**src/rtl/brk_pkg.sv**
```systemverilog
package brk_pkg;

  typedef enum logic [2:0] {
    SEL_ADDR_HI = 3'd0,
    SEL_ADDR_LO = 3'd1,
    SEL_MASK_HI = 3'd2,
    SEL_MASK_LO = 3'd3,
    SEL_CTRL    = 3'd4
  } reg_sel_e;

  typedef struct packed {
    logic half_sel;  // 0: upper (X) half, 1: lower (Y) half
    logic split_en;  // split X/Y mode
    logic enable;    // channel enable
  } ctrl_t;

  localparam int CTRL_W = $bits(ctrl_t);

endpackage

```
**src/rtl/brk_rst_sync.sv**
```systemverilog
module brk_rst_sync #(
  parameter int STAGES = 2
) (
  input  logic clk,
  input  logic rst_n,
  output logic rst_n_sync
);

  logic [STAGES-1:0] sync_q;

  always_ff @(posedge clk or negedge rst_n) begin
    if (!rst_n) begin
      sync_q <= '0;
    end else begin
      sync_q <= {sync_q[STAGES-2:0], 1'b1};
    end
  end

  assign rst_n_sync = sync_q[STAGES-1];

endmodule

```
**src/rtl/brk_regfile.sv**
```systemverilog
module brk_regfile
  import brk_pkg::*;
#(
  parameter int HALF_W = 16,
  localparam int ADDR_W = 2 * HALF_W
) (
  input  logic              clk,
  input  logic              rst_n,
  input  logic              we,
  input  logic [2:0]        wsel,
  input  logic [HALF_W-1:0] wdata,
  input  logic [2:0]        rsel,
  output logic [HALF_W-1:0] rdata,
  output logic [ADDR_W-1:0] brk_addr,
  output logic [ADDR_W-1:0] brk_mask,
  output ctrl_t             ctrl
);

  logic [HALF_W-1:0] addr_hi_q, addr_lo_q, mask_hi_q, mask_lo_q;
  logic [HALF_W-1:0] addr_hi_d, addr_lo_d, mask_hi_d, mask_lo_d;
  ctrl_t             ctrl_q, ctrl_d;

  logic addr_hi_en, addr_lo_en, mask_hi_en, mask_lo_en, ctrl_en;

  // write decode: clock enables per register
  always_comb begin
    addr_hi_en = we && (wsel == SEL_ADDR_HI);
    addr_lo_en = we && (wsel == SEL_ADDR_LO);
    mask_hi_en = we && (wsel == SEL_MASK_HI);
    mask_lo_en = we && (wsel == SEL_MASK_LO);
    ctrl_en    = we && (wsel == SEL_CTRL);
  end

  // next-state
  always_comb begin
    addr_hi_d = addr_hi_en ? wdata : addr_hi_q;
    addr_lo_d = addr_lo_en ? wdata : addr_lo_q;
    mask_hi_d = mask_hi_en ? wdata : mask_hi_q;
    mask_lo_d = mask_lo_en ? wdata : mask_lo_q;
    ctrl_d    = ctrl_en    ? ctrl_t'(wdata[CTRL_W-1:0]) : ctrl_q;
  end

  // registers
  always_ff @(posedge clk or negedge rst_n) begin
    if (!rst_n) begin
      addr_hi_q <= '0;
      addr_lo_q <= '0;
      mask_hi_q <= '0;
      mask_lo_q <= '0;
      ctrl_q    <= '0;
    end else begin
      addr_hi_q <= addr_hi_d;
      addr_lo_q <= addr_lo_d;
      mask_hi_q <= mask_hi_d;
      mask_lo_q <= mask_lo_d;
      ctrl_q    <= ctrl_d;
    end
  end

  // read mux
  always_comb begin
    rdata = '0;
    unique case (rsel)
      SEL_ADDR_HI: rdata = addr_hi_q;
      SEL_ADDR_LO: rdata = addr_lo_q;
      SEL_MASK_HI: rdata = mask_hi_q;
      SEL_MASK_LO: rdata = mask_lo_q;
      SEL_CTRL:    rdata[CTRL_W-1:0] = ctrl_q;
      default:     rdata = '0;
    endcase
  end

  assign brk_addr = {addr_hi_q, addr_lo_q};
  assign brk_mask = {mask_hi_q, mask_lo_q};
  assign ctrl     = ctrl_q;

endmodule

```
**src/rtl/brk_half_cmp.sv**
```systemverilog
module brk_half_cmp #(
  parameter int HALF_W   = 16,
  parameter bit IS_UPPER = 1'b0
) (
  input  logic [HALF_W-1:0] bus_half,
  input  logic [HALF_W-1:0] brk_half,
  input  logic [HALF_W-1:0] mask_half,
  input  logic              split_en,
  input  logic              half_sel,
  output logic              half_ok
);

  logic diff_any;
  logic forced;

  always_comb begin
    diff_any = |((bus_half ^ brk_half) & ~mask_half);
    // in split mode the unselected half is forced to agree
    if (IS_UPPER) forced = split_en &&  half_sel;
    else          forced = split_en && !half_sel;
    half_ok = forced || !diff_any;
  end

endmodule

```
**src/rtl/brk_addr_match.sv**
```systemverilog
module brk_addr_match
  import brk_pkg::*;
#(
  parameter int HALF_W = 16,
  localparam int ADDR_W = 2 * HALF_W,
  localparam int NHALF  = 2
) (
  input  logic              clk,
  input  logic              rst_n,
  input  logic              cfg_we,
  input  logic [2:0]        cfg_sel,
  input  logic [HALF_W-1:0] cfg_wdata,
  input  logic [2:0]        cfg_rsel,
  output logic [HALF_W-1:0] cfg_rdata,
  input  logic              bus_valid,
  input  logic [ADDR_W-1:0] bus_addr,
  output logic              brk_hit
);

  logic              rst_n_sync;
  logic [ADDR_W-1:0] brk_addr;
  logic [ADDR_W-1:0] brk_mask;
  ctrl_t             ctrl;
  logic [NHALF-1:0]  half_ok;
  logic              hit_d, hit_q;

  brk_rst_sync #(.STAGES(2)) u_rst (
    .clk        (clk),
    .rst_n      (rst_n),
    .rst_n_sync (rst_n_sync)
  );

  brk_regfile #(.HALF_W(HALF_W)) u_regs (
    .clk      (clk),
    .rst_n    (rst_n_sync),
    .we       (cfg_we),
    .wsel     (cfg_sel),
    .wdata    (cfg_wdata),
    .rsel     (cfg_rsel),
    .rdata    (cfg_rdata),
    .brk_addr (brk_addr),
    .brk_mask (brk_mask),
    .ctrl     (ctrl)
  );

  for (genvar h = 0; h < NHALF; h++) begin : g_half
    brk_half_cmp #(.HALF_W(HALF_W), .IS_UPPER(h == NHALF-1)) u_cmp (
      .bus_half  (bus_addr[h*HALF_W +: HALF_W]),
      .brk_half  (brk_addr[h*HALF_W +: HALF_W]),
      .mask_half (brk_mask[h*HALF_W +: HALF_W]),
      .split_en  (ctrl.split_en),
      .half_sel  (ctrl.half_sel),
      .half_ok   (half_ok[h])
    );
  end

  always_comb begin
    hit_d = bus_valid && ctrl.enable && (&half_ok);
  end

  always_ff @(posedge clk or negedge rst_n_sync) begin
    if (!rst_n_sync) hit_q <= 1'b0;
    else             hit_q <= hit_d;
  end

  assign brk_hit = hit_q;

endmodule

```
**config.mk**
```make
export PLATFORM = sky130hd
export DESIGN_NAME = brk_addr_match
export DESIGN_NICKNAME = d
export VERILOG_FILES = /design/src/rtl/brk_pkg.sv /design/src/rtl/brk_rst_sync.sv /design/src/rtl/brk_regfile.sv /design/src/rtl/brk_half_cmp.sv /design/src/rtl/brk_addr_match.sv
export SDC_FILE = /design/constraint.sdc
export NUM_CORES = 1
export LEC_CHECK = 0
export BUFFER_PORTS_ARGS = -buffer_cell sky130_fd_sc_hd__clkbuf_2
export CORE_ASPECT_RATIO = 0.7
export CORE_UTILIZATION = 59
export CTS_CLUSTER_SIZE = 30
export DETAILED_ROUTE_END_ITERATION = 16
export PLACE_DENSITY = 0.85
export SLEW_MARGIN = 20
export SYNTH_ARGS = -nofsm -noshare
export SYNTH_HDL_FRONTEND = slang
export SYNTH_HIERARCHICAL = 1
export SYNTH_SLANG_ARGS = --single-unit
```
**constraint.sdc**
```tcl
create_clock -name clk -period 5.1 [get_ports clk]
set_clock_uncertainty 0.2 [all_clocks]
set_input_delay 1.02 -clock clk [delete_from_list [all_inputs] [get_ports clk]]
set_output_delay 1.02 -clock clk [all_outputs]
set_load 0.02 [all_outputs]
```
==> flow_summary_export.csv <==
group,metric,value,unit
sta,final-hold-violation-count,0,
placement,dp_hpwl,5.38,mm
power,powerDensity,379,nW/um^2
min_path,hold_class,"flop to flop",
finish,post-route-util,71.7,%
logic_synthesis,ys_top_cells_by_count,"70 x dfrtp_1, 69 x mux2_2, 32 x xnor2_1",
sta,worst_slew_pin_slew,0.865,ns
sta,relSlewSlack,42.3,%
placement,routabilityCongestion,0.783,
sta,setup_viol_count_final,0,
finish,antenna_cells,0,
die,ios,75,
clocking,cts_tree,"done",
logic_synthesis,yosysWarnings,6,
logic_synthesis,yosysSeqAreaShare,48.3,%
route,avgRoutedWirePerCell,19.3,um
route,vias,2421,
power,ir_worst_vdd,0.271,mV
clocking,clk_latency,0.33,ns
setup_path,worstSetupStartpointType,"primary input",
setup_path,worstPathArrival,2.50,ns
finish,final_cells,409,
logic_synthesis,synth_cell_type_count,30,
placement,dpl-instance-area,4010,um^2
placement,io_buffers,74,
global_route,grt_first_pass_wirelength,12.6,mm
logic_synthesis,synth_area_leaders,"dfrtp_1 48%, mux2_2 21%, mux4_2 8.1%",
sta,setup_slack,1.38,ns
finish,drive_gt1_share,52.7,%
setup_path,crit_path_top_delay_cell,"mux4_2",
sta,slew_violations,0,
sta,setup_tns,0,ns
logic_synthesis,avgSynthCellArea,14.2,um^2
clocking,cts_max_level,3,
logic_synthesis,ys.flop_type,"dfrtp_1",
global_route,grt_pass1_vias,2486,
power,p_leak,0.00180,uW
finish,area_growth,14.9,%
setup_path,critical_path_class,"primary input to primary output",
placement,place_inst,395,
logic_synthesis,synth_edf_count,0,
die,fp.dieH,67.6,um
route,drt-initial-drc-count,81,
clocking,cts_resized,0,
global_route,overflow,0,
route,drtPass1Iterations,4,
sta,layout_min_cycle_time,3.72,ns
setup_path,slowest_delay,0.59,ns
logic_synthesis,synth_top_cell_by_area,"dfrtp_1",
die,die-area,6470,um^2
setup_path,crit_fanout,22,
setup_path,crit_required,3.88,ns
clocking,clock_sinks,70,
setup_path,path_cells,"clkbuf_2 > mux4_2 > nor2b_1 > clkbuf_2",
finish,fin_nets,389,
placement,dp_slack,1.35,ns
clocking,cts-root-buf,"clkbuf_8",
sta,grt_setup_unrepaired,"false",
clocking,clkSlewWorstSetupHoldPaths,0.07,ns
sta,finalCritPeriodShare,73.0,%
logic_synthesis,syn_area,3630,um^2
route,routed_wl,7.88,mm
logic_synthesis,synth_seq_cells,70,
logic_synthesis,syn_nets,314,
clocking,cts_setup_buffers,0,
logic_synthesis,syn_inst,256,
logic_synthesis,synthArstFlopShare,100,%
die,start_util,62.4,%
setup_path,end_kind,"primary output",
die,placementRows,23,
global_route,track_usage,27.2,%
run_status,status,"finished clean",
clocking,max-clock-path-buffers,2,
run,drv_cap,0,
die,die_w,95.7,um
route,vias_per_cell,5.92,
sta,clock.fmax,269,MHz
logic_synthesis,synth_top_area_share,48.3,%
setup_path,cp_common_cell,"clkbuf_2",
global_route,grt_max_degree,69,
route,ant_nets,0,
clocking,cts_hold_buf,0,
finish,final_area,4170,um^2
global_route,antenna_found_initial,0,
die,core,5810,um^2
clocking,cts_buffers,9,
logic_synthesis,yosysMostFrequentCell,"dfrtp_1",
route,drc_errors,0,
-- metrics by stage --
| stage | total power [uW] | hold WS [ns] |
|---|---|---|
| floorplan | 1080 | 0.131 |
| global placement | 1190 | 0.141 |
| detailed placement | 1210 | 0.145 |
| CTS | 1580 | 0.160 |
| global route | 1660 | 0.167 |
| finish | 1580 | 0.154 |
-- cell families (layout without fill, tap and decap cells) --
group / after synthesis / after routing / share of synthesized area [%]
multiplexers: 84 / 84 / 30.0
flip-flops: 70 / 70 / 48.3
XOR/XNOR: 32 / 32 / 7.72
AND/OR/NAND/NOR: 31 / 31 / 6.45
AO/OA/AOI/OAI: 25 / 25 / 4.66
buffers and inverters: 13 / 91 / 2.76
other: 1 / 1 / 0.103
-- flip-flops by register name, indices dropped and copies added, names as in the netlist --
signal	flops
brk_hit	1
u_regs/addr_hi_q	16
u_regs/addr_lo_q	16
u_regs/ctrl	3
u_regs/mask_hi_q	16
u_regs/mask_lo_q	16
u_rst/sync_q	2
-- area by class of cell --
| class | count | area (um^2) |
|---|---|---|
| clock buffer | 12 | 145 |
| clock inverter | 2 | 10.0 |
| fill | 405 | 1650 |
| inverter | 1 | 3.75 |
| multi-input combinational | 173 | 1780 |
| sequential | 70 | 1750 |
| tap | 75 | 93.8 |
| timing repair buffer | 76 | 385 |
-- path summary, 6_finish.rpt --
| check | cells after the start | end | slack [ns] | from |
|---|---|---|---|---|
| worst max-delay path | 4 | cfg_rdata[5] | 1.38 | cfg_rsel[0] |
| worst min-delay path | 0 | u_rst/sync_q[1] | 0.15 | u_rst/sync_q[0] |
| worst max register to register | 5 | brk_hit | 3.23 | u_regs/addr_lo_q[15] |
| worst min register to register | 0 | u_rst/sync_q[1] | 0.15 | u_rst/sync_q[0] |
| max in group asynchronous | 1 | u_regs/mask_lo_q[14] | 3.88 | u_rst/sync_q[1] |
| min in group asynchronous | 1 | u_rst/sync_q[1] | 0.25 | rst_n |
-- layout by cell type (no fill, tap or decap) --
cell,netlist,layout
a22oi_1,2,2
clkinv_2,0,2
dfrtp_2,0,1
o22ai_2,1,1
clkbuf_2,0,74
nor4_1,2,2
or4_1,2,2
dfrtp_1,70,69
buf_4,1,2
nor3_1,2,2
mux4_2,13,13
nand4b_2,1,1
mux2_2,69,69
and4_1,1,1
nor3b_1,3,3
nand2_1,1,1
and4bb_2,2,2
clkbuf_1,3,2
nor4b_4,1,1
mux2i_1,2,2
nor2b_1,15,15
conb_1,1,1
nor2_1,1,1
a22o_1,1,1
xnor2_1,32,32
a311o_1,1,1
a21oi_1,2,2
inv_1,1,1
o22ai_1,18,18
clkbuf_8,0,10
-- critical path, delay by kind of cell --
kind	cells	cell delay [ns]
and+or+nand+nor	1	0.15
muxes	1	0.59
buffers and inverters	2	0.74
-- routing by layer --
| layer | GRT usage, % | vias up | share of wire [%] |
|---|---|---|---|
| met5 | 0 | - | 0 |
| met4 | 7.46 | 0 | 0.94 |
| met3 | 7.66 | 7 | 7.2 |
| met2 | 45.3 | 79 | 48 |
| met1 | 35.2 | 1234 | 44 |
| li1 | - | 1101 | - |
-- report_power, final --
group	total [uW]	switching, uW	internal [uW]	leakage, uW
clock network	377	194	183	0.0000821
logic	424	173	251	0.000873
registers	779	105	674	0.000840
total	1580	472	1110	0.00180
Power figures use the tool's default switching activity.
